**config.mk**
```make
export PLATFORM = sky130hd
export DESIGN_NAME = cfgmem_reloc
export DESIGN_NICKNAME = d
export VERILOG_FILES = /design/src/rtl/cfgmem_pkg.sv /design/src/rtl/cfgmem_rowaddr.sv /design/src/rtl/cfgmem_array.sv /design/src/rtl/cfgmem_seq.sv /design/src/rtl/cfgmem_reloc.sv
export SDC_FILE = /design/constraint.sdc
export NUM_CORES = 1
export LEC_CHECK = 0
export BUFFER_PORTS_ARGS = -buffer_cell sky130_fd_sc_hd__buf_2
export CAP_MARGIN = 20
export CORE_MARGIN = 2
export CORE_UTILIZATION = 55
export CTS_CLUSTER_DIAMETER = 40
export CTS_CLUSTER_SIZE = 30
export DETAILED_ROUTE_END_ITERATION = 7
export PLACE_DENSITY = 0.72
export SYNTH_ARGS = -nofsm -noshare
export SYNTH_HDL_FRONTEND = slang
export SYNTH_HIERARCHICAL = 1
export SYNTH_SLANG_ARGS = --single-unit
```
**constraint.sdc**
```tcl
create_clock -name clk -period 6.8 [get_ports clk]
set_clock_uncertainty 0.2 [all_clocks]
set_input_delay 0.34 -clock clk [delete_from_list [all_inputs] [get_ports clk]]
set_output_delay 0.34 -clock clk [all_outputs]
set_load 0.02 [all_outputs]
```
**src/rtl/cfgmem_pkg.sv**
```systemverilog
package cfgmem_pkg;

    typedef enum logic [1:0] {
        ST_IDLE,
        ST_LOAD,
        ST_MVRD,
        ST_MVWR
    } seq_state_e;

    // array control word driven by the sequencer
    typedef struct packed {
        logic we;        // write the addressed row
        logic from_buf;  // write source is the holding buffer
        logic cap;       // capture the addressed row into the buffer
    } arr_ctl_t;

    // true when rows [base, base+cnt) lie inside the array
    function automatic logic span_fits(input int unsigned base,
                                       input int unsigned cnt,
                                       input int unsigned rows);
        return (base + cnt) <= rows;
    endfunction

endpackage

```
**src/rtl/cfgmem_rowaddr.sv**
```systemverilog
module cfgmem_rowaddr #(
    parameter int AW = 4
) (
    input  logic [AW-1:0] rd_off,
    input  logic [AW-1:0] wr_off,
    input  logic          use_wr,
    input  logic [AW-1:0] idx,
    output logic [AW-1:0] phys
);
    logic [AW-1:0] base;

    // 2:1 offset select feeding one row-address adder
    always_comb begin
        base = use_wr ? wr_off : rd_off;
        phys = base + idx;
    end
endmodule

```
**src/rtl/cfgmem_array.sv**
```systemverilog
module cfgmem_array
    import cfgmem_pkg::*;
#(
    parameter int ROWS  = 16,
    parameter int ROW_W = 32,
    parameter int AW    = $clog2(ROWS)
) (
    input  logic             clk,
    input  arr_ctl_t         ctl,
    input  logic [AW-1:0]    addr,
    input  logic [ROW_W-1:0] ld_data,
    input  logic [AW-1:0]    peek_addr,
    output logic [ROW_W-1:0] peek_data
);
    logic [ROW_W-1:0] mem [ROWS];
    logic [ROW_W-1:0] rowbuf;

    // full-width row write, no column selection
    always_ff @(posedge clk) begin
        if (ctl.cap) begin
            rowbuf <= mem[addr];
        end
        if (ctl.we) begin
            mem[addr] <= ctl.from_buf ? rowbuf : ld_data;
        end
    end

    assign peek_data = mem[peek_addr];
endmodule

```
**src/rtl/cfgmem_seq.sv**
```systemverilog
module cfgmem_seq
    import cfgmem_pkg::*;
#(
    parameter int ROWS = 16,
    parameter int AW   = $clog2(ROWS),
    parameter int CW   = $clog2(ROWS + 1)
) (
    input  logic          clk,
    input  logic          rst,
    input  logic          ld_start,
    input  logic [AW-1:0] ld_off,
    input  logic [CW-1:0] ld_cnt,
    input  logic          ld_valid,
    input  logic          mv_start,
    input  logic [AW-1:0] mv_src,
    input  logic [AW-1:0] mv_dst,
    input  logic [CW-1:0] mv_cnt,
    output logic [AW-1:0] rd_off,
    output logic [AW-1:0] wr_off,
    output logic          use_wr,
    output logic [AW-1:0] idx,
    output arr_ctl_t      ctl,
    output logic          busy,
    output logic          done,
    output logic          err
);
    seq_state_e    state;
    logic [AW-1:0] end_idx;
    logic          down;
    logic          ld_ok, mv_ok, mv_down;
    logic [AW-1:0] ld_last, mv_last;

    always_comb begin
        ld_ok   = span_fits(32'(ld_off), 32'(ld_cnt), ROWS);
        mv_ok   = span_fits(32'(mv_src), 32'(mv_cnt), ROWS) &&
                  span_fits(32'(mv_dst), 32'(mv_cnt), ROWS);
        mv_down = mv_dst > mv_src;
        ld_last = AW'(ld_cnt - CW'(1));
        mv_last = AW'(mv_cnt - CW'(1));
    end

    always_ff @(posedge clk) begin
        if (rst) begin
            state   <= ST_IDLE;
            done    <= 1'b0;
            err     <= 1'b0;
            idx     <= '0;
            end_idx <= '0;
            rd_off  <= '0;
            wr_off  <= '0;
            down    <= 1'b0;
        end else begin
            done <= 1'b0;
            err  <= 1'b0;
            unique case (state)
                ST_IDLE: begin
                    if (ld_start) begin
                        if (!ld_ok) begin
                            done <= 1'b1;
                            err  <= 1'b1;
                        end else if (ld_cnt == '0) begin
                            done <= 1'b1;
                        end else begin
                            wr_off  <= ld_off;
                            idx     <= '0;
                            end_idx <= ld_last;
                            down    <= 1'b0;
                            state   <= ST_LOAD;
                        end
                    end else if (mv_start) begin
                        if (!mv_ok) begin
                            done <= 1'b1;
                            err  <= 1'b1;
                        end else if (mv_cnt == '0) begin
                            done <= 1'b1;
                        end else begin
                            rd_off  <= mv_src;
                            wr_off  <= mv_dst;
                            down    <= mv_down;
                            // downward moves walk from the far end first
                            idx     <= mv_down ? mv_last : '0;
                            end_idx <= mv_down ? '0 : mv_last;
                            state   <= ST_MVRD;
                        end
                    end
                end
                ST_LOAD: begin
                    if (ld_valid) begin
                        if (idx == end_idx) begin
                            state <= ST_IDLE;
                            done  <= 1'b1;
                        end else begin
                            idx <= idx + AW'(1);
                        end
                    end
                end
                ST_MVRD: state <= ST_MVWR;
                ST_MVWR: begin
                    if (idx == end_idx) begin
                        state <= ST_IDLE;
                        done  <= 1'b1;
                    end else begin
                        idx   <= down ? idx - AW'(1) : idx + AW'(1);
                        state <= ST_MVRD;
                    end
                end
                default: state <= ST_IDLE;
            endcase
        end
    end

    always_comb begin
        busy         = state != ST_IDLE;
        use_wr       = state != ST_MVRD;
        ctl.cap      = state == ST_MVRD;
        ctl.from_buf = state == ST_MVWR;
        ctl.we       = (state == ST_LOAD && ld_valid) || state == ST_MVWR;
    end
endmodule

```
**src/rtl/cfgmem_reloc.sv**
```systemverilog
module cfgmem_reloc
    import cfgmem_pkg::*;
#(
    parameter  int ROWS  = 16,
    parameter  int ROW_W = 32,
    localparam int AW    = $clog2(ROWS),
    localparam int CW    = $clog2(ROWS + 1)
) (
    input  logic             clk,
    input  logic             rst,
    input  logic             ld_start,
    input  logic [AW-1:0]    ld_off,
    input  logic [CW-1:0]    ld_cnt,
    input  logic             ld_valid,
    input  logic [ROW_W-1:0] ld_data,
    input  logic             mv_start,
    input  logic [AW-1:0]    mv_src,
    input  logic [AW-1:0]    mv_dst,
    input  logic [CW-1:0]    mv_cnt,
    input  logic [AW-1:0]    peek_addr,
    output logic [ROW_W-1:0] peek_data,
    output logic             busy,
    output logic             done,
    output logic             err
);
    logic [AW-1:0] rd_off, wr_off, idx, phys;
    logic          use_wr;
    arr_ctl_t      ctl;

    cfgmem_seq #(.ROWS(ROWS), .AW(AW), .CW(CW)) u_seq (
        .clk(clk), .rst(rst),
        .ld_start(ld_start), .ld_off(ld_off), .ld_cnt(ld_cnt), .ld_valid(ld_valid),
        .mv_start(mv_start), .mv_src(mv_src), .mv_dst(mv_dst), .mv_cnt(mv_cnt),
        .rd_off(rd_off), .wr_off(wr_off), .use_wr(use_wr), .idx(idx), .ctl(ctl),
        .busy(busy), .done(done), .err(err)
    );

    cfgmem_rowaddr #(.AW(AW)) u_addr (
        .rd_off(rd_off), .wr_off(wr_off), .use_wr(use_wr), .idx(idx), .phys(phys)
    );

    cfgmem_array #(.ROWS(ROWS), .ROW_W(ROW_W), .AW(AW)) u_arr (
        .clk(clk), .ctl(ctl), .addr(phys), .ld_data(ld_data),
        .peek_addr(peek_addr), .peek_data(peek_data)
    );
endmodule

```
Word level (Yosys, flattened, before mapping)

Memory sizes are Yosys's and may differ from the RTL's. A register that Yosys moved wholly into a read port is not among the register bits.
Index checks and enable logic that the tools add are counted.

$add $sub $neg: 8
$lt $le $gt $ge: 4
Equal/unequal tests: 17
Muxes and demuxes: 58
Bitwise logic cells: 3
Reduce and logical (&&, ||, !) cells: 15

Operators by type and width:

| operator              | number |
|---|---|
| $mux W4               | 25 |
| $le A32 B5 Y1 const B | 3 |
| $mux W32              | 1 |
| $mux W1               | 20 |
| $add A4 B5 Y6         | 3 |
| $mux W2               | 9 |
| $ne A2 B2 Y1 const B  | 6 |
| $pmux W4 S3           | 1 |
| $sub A4 B1 Y4 const B | 3 |
| $logic_not A5 Y1      | 2 |
| $ne A3 B3 Y1 const B  | 3 |
| $reduce_and A9 Y1     | 1 |
| $pmux W2 S4           | 1 |
| $reduce_and A7 Y1     | 1 |
| $ne A3 B2 Y1 const B  | 2 |
| $reduce_and A6 Y1     | 1 |
| $reduce_bool A2 Y1    | 3 |
| $reduce_and A5 Y1     | 1 |
| $add A4 B1 Y4 const B | 1 |
| $add A4 B4 Y4         | 1 |
| $eq A2 B2 Y1 const B  | 2 |
| $eq A4 B4 Y1          | 1 |
| $gt A4 B4 Y1          | 1 |
| $ne A2 B1 Y1 const B  | 2 |
| 8 further kinds       | 11 |

Register bits: 21
Bits in writable memories: 512
Input port bits: 63
Logic and storage cells: 114
Memories kept: 1

Memories:

| name      | words | width | read ports | clocked after Yosys merged registers in | write ports | line               | RTL |
|---|---|---|---|---|---|---|---|
| u_arr.mem | 16    | 32    | 2          | 1                                       | 1           | cfgmem_array.sv:15 | `logic [ROW_W-1:0] mem [ROWS];` |

Logic depth before layout (Yosys ltp)

Depth in word-level cells: 7
Mapped depth: 12

By module

Netlist, hierarchy kept.

Modules (own cells, without submodules):

| module         | times used | cells each | area an instance (um^2) | sequential area each (um^2) |
|---|---|---|---|---|
| cfgmem_array   | 1          | 1147       | 24252.0                 | 16335.7 |
| cfgmem_seq     | 1          | 227        | 1953.1                  | 420.4 |
| cfgmem_rowaddr | 1          | 13         | 140.1                   | 0.0 |

Worst setup path before layout

No wires, ideal clock.

Kind: register to register
Start point: register u_seq.state[0]
End point: memory u_arr.mem[0][0] (enable)
Setup time: 461 ps
Arrival: 4778 ps
Slack: 1361 ps
Stages on the path, launching flop included: 9
Buffers on the path: 1
Path through: dfxtp_1 clkbuf_1 nand2b_1 mux2_2 ha_1 fa_1 xor2_1 or3b_2 nor3_1

Elaborated cells between the ends (all ways): 9

RTL lines:

| what                   | line                 | RTL |
|---|---|---|
| from (decl)            | cfgmem_seq.sv:27     | `seq_state_e state;` |
| from (signal assigned) | cfgmem_seq.sv:44     | `state <= ST_IDLE;` |
| from (signal assigned) | cfgmem_seq.sv:68     | `state <= ST_LOAD;` |
| from (signal assigned) | cfgmem_seq.sv:83     | `state <= ST_MVRD;` |
| $ne A2 B2 Y1           | cfgmem_seq.sv:114    | `use_wr = state != ST_MVRD;` |
| net use_wr             | cfgmem_reloc.sv:27   | `logic use_wr;` |
| $mux W4                | cfgmem_rowaddr.sv:14 | `base = use_wr ? wr_off : rd_off;` |
| $add A4 B4 Y4          | cfgmem_rowaddr.sv:15 | `phys = base + idx;` |
| net phys[2]            | cfgmem_reloc.sv:26   | `logic [AW-1:0] rd_off, wr_off, idx, phys;` |
| to (decl)              | cfgmem_array.sv:15   |  |

The timed path passes the listed nets, and every way through them passes these cells.

Worst setup path in the final report

Start point: register u_seq.state[0]
End point: memory u_arr.mem[9][0] (enable)

Same word-level chain as after synthesis.

==> results.yml <==
pwr:
  internal_power_mw: 7.731
  p_seq_share_pct: 37.8
  ir_drop_v: 0.0002144
  p_leak_nw: 10.13
  switching_share_pct: 28.31
  p_comb_share_pct: 21.8
  p_sw_mw: 3.053
  clkPwrFrac_pct: 40.5
  p_per_area_mw_per_mm2: 351.1
die:
  pin_count: 98
  die_area_mm2: 0.04967
  die_h_um: 222.9
  coreArea_mm2: 0.04755
  start_util_pct: 55.41
  die_w_um: 222.9
  core.rowCount: 80
timing:
  setup_violations: 0
  relSlewSlack_pct: 22.32
  clock.fmax_mhz: 197.7
  final-hold-violation-count: 0
  setup_slack_ps: 1741
  worstMarginPinSlew_ps: 1165
  post-route-min-period_ps: 5059
  fin_crit_sh_pct: 74.39
  drv_slew: 0
  grt_setup_unrepaired: "no"
  fin_setup_tns_ps: 0
run_status:
  status: "completed"
finish:
  final_common_cell: "edfxtp_1"
  diodes: 0
  final_core_util_pct: 64.60
  nFillCells: 3172
  fin_nets: 1619
  layout_common_cells: "544 x edfxtp_1, 256 x mux4_2, 129 x a22oi_1, 95 x buf_2, 83 x clkbuf_16"
  regArea_mm2: 0.01676
  syn2layout_area_growth_pct: 16.59
  stdcell_count: 2208
  multi_input_area_mm2: 0.009238
  drive_above_1_share_pct: 36.53
drt:
  drt-initial-drc-count: 1668
  wl_um: 67590
  num_vias: 15390
  viasPerCell: 6.970
  post_drt_wl_per_cell_um: 30.61
  drt-pass1-iter-count: 5
  drtAntennaViolNets: 0
  drc_errors: 0
placed_design:
  dp_cells: 2035
  dp_slack_ps: 1645
  port_buffers: 97
  routabilityCongestion: 0.8117
  hpwl_um: 37770
logic_synthesis:
  yosysSeqAreaShare_pct: 63.60
  netlist_instances: 1387
  post_synth.cell_area_avg_um2: 18.99
  async_reset_ff_share_pct: 0
  synth_cell_types: 65
  ys.flop_type: "edfxtp_1"
  yosys_warnings: 6
  synth-seq-cells: 565
  synth_edf_count: 544
  syn-cell-area_mm2: 0.02635
  synth_nets: 1478
run:
  max_cap_violations: 0
setup_path:
  critPathSlowestCell: "fa_4"
  crit_path_cell_trace: "nand2b_1, mux2_2, ha_4, fa_4, buf_4, nand2b_1, nor2_4, buf_4"
  setup.worst_path.end_class: "flip-flop"
  cp_data_arrival_time_ps: 5090
  path_delay_family: "simple AND/OR/NAND/NOR gates"
  path_buf_inv: 2
  slowest_delay_ps: 910
  critical_path_class: "reg -> reg"
  start_kind: "flip-flop"
  critPathMaxFanout: 40
  critical_path_required_ps: 6830
clock_network:
  clock_sinks: 565
  tritoncts: "yes"
  post_cts_buffers: 0
  clockRootBuffer: "clkbuf_16"
  clk_path_buf_depth: 3
  cts_max_level: 3
  cts_buffers: 81
  clk_pin_slew_worst_paths_ps: 50
  cts-resized-gates: 0
  clock_latency_ps: 610
global_routing:
  track_usage_pct: 28.03
  antenna_found_initial: 1
  grt_pass1_vias: 15990
  grt_max_degree: 66
  overflow: 0
  grt_pass1_wl_um: 101400
min_path:
  min_path_type: "in -> reg"
[Yosys cell counts (2+ instances only)]
cell      number  area share [%]
nor2b_1        7            0.17
a211oi_1       8            0.23
nor3_1        13            0.25
fa_1           4            0.30
xnor2_1        7            0.23
a311oi_1       2           0.067
a22oi_1      129             3.7
or3_1          2           0.047
and3_1         3           0.071
a21o_1         3           0.085
mux2_2         5            0.21
nor4_1         3           0.071
nand2_1       76             1.1
a211oi_2       2           0.095
dfxtp_1       21             1.6
buf_6          6            0.26
nand2b_1       7            0.17
buf_2         26            0.49
edfxtp_1     544              62
nor2_1        28            0.40
xor2_1        11            0.37
buf_4          3           0.085
ha_1          24             1.1
o21a_1         4            0.11
mux2i_1       10            0.38
a21oi_1       23            0.44
inv_1         15            0.21
and2_1         4           0.095
nand3b_1       2           0.057
nor4b_1        3            0.10
mux4_2       256              22
mux2_1        30             1.3
nand3_1        6            0.11
clkbuf_1      57            0.81
buf_1          7            0.10
o21ai_0        6            0.11
or2_2          2           0.047
[per-stage QoR]
step	power, mW	hold WS (ps)	instance area [um^2]
finish	10.78	56.02	30720
global route	11.13	34.32	30720
CTS	10.82	22.34	30680
detailed placement	6.449	269.0	27610
global placement	6.403	259.8	27590
floorplan	5.803	236.2	26350
[cell families (layout without fill, tap and decap cells)]
| logic type | after synthesis | after routing | share of synthesized area [%] |
|---|---|---|---|
| muxes | 301 | 301 | 23.76 |
| buffers and inverters | 115 | 321 | 2.014 |
| AOI/OAI and AO/OA | 196 | 196 | 5.642 |
| xor gates and xnor gates | 18 | 18 | 0.5984 |
| adders and majority gates | 28 | 28 | 1.444 |
| DFF | 565 | 565 | 63.60 |
| and+or+nand+nor | 164 | 164 | 2.940 |
[worst reg2reg max path, cell delays in order (launching register included)]
cell      delay [ps]
dfxtp_1          560
nand2b_1         310
mux2_2           400
ha_4             170
fa_4             910
buf_4            500
nand2b_1         430
nor2_4           650
buf_4            540
[path summary, 6_finish.rpt]
check | from | endpoint | slack (ps) | depth (start not counted)
setup / recovery | u_seq/state[0] | u_arr/mem[9][0] | 1740 | 8
hold reg to reg | u_seq/down | u_seq/down | 300 | 2
hold / removal | ld_valid | u_seq/state[0] | 60 | 4
setup reg to reg | u_seq/state[0] | u_arr/mem[9][0] | 1740 | 8
[area by class of cell]
class	count	area share, %
multi-input cells	707	30.07
inverters	15	0.1833
clock inverters	64	2.481
clock buffers	84	6.774
well taps	615	2.505
flip-flops and latches	565	54.55
repair buffers	158	3.430
[flip-flops by register name, summed over array words and instances, names as in the netlist]
| name | count |
|---|---|
| u_seq/state | 2 |
| u_seq/err | 1 |
| u_arr/rowbuf | 32 |
| u_seq/rd_off | 4 |
| u_seq/wr_off | 4 |
| u_seq/end_idx | 4 |
| u_seq/down | 1 |
| u_seq/idx | 4 |
| u_seq/done | 1 |
| u_arr/mem | 512 |
[layer usage]
layer  up-vias  part of all wire [%]  global-route usage [%]
met4         0                   2.8                   8.811
met3       155                   9.3                   5.321
met1      8147                    39                   39.27
met5         -                     0                       0
li1       6254                     -                       -
met2       834                    49                   45.37
[repair_timing]
| item | CTS | global route |
|---|---|---|
| hold endpoints to repair | 16 | 0 |
| setup endpoints to repair | 0 | 0 |
| hold buffers | 23 | 0 |
[power groups by stage]
stage                     logic [mW]  clock network (mW)  registers (mW)
final                           2.35                4.36            4.07
after global routing            2.49                4.55            4.08
after global placement          2.27                   0            4.14
after CTS                       2.33                4.41            4.07
after floorplan                 1.68                   0            4.12
after detailed placement        2.31                   0            4.14
Note: power is estimated with default switching activity, not from simulation.
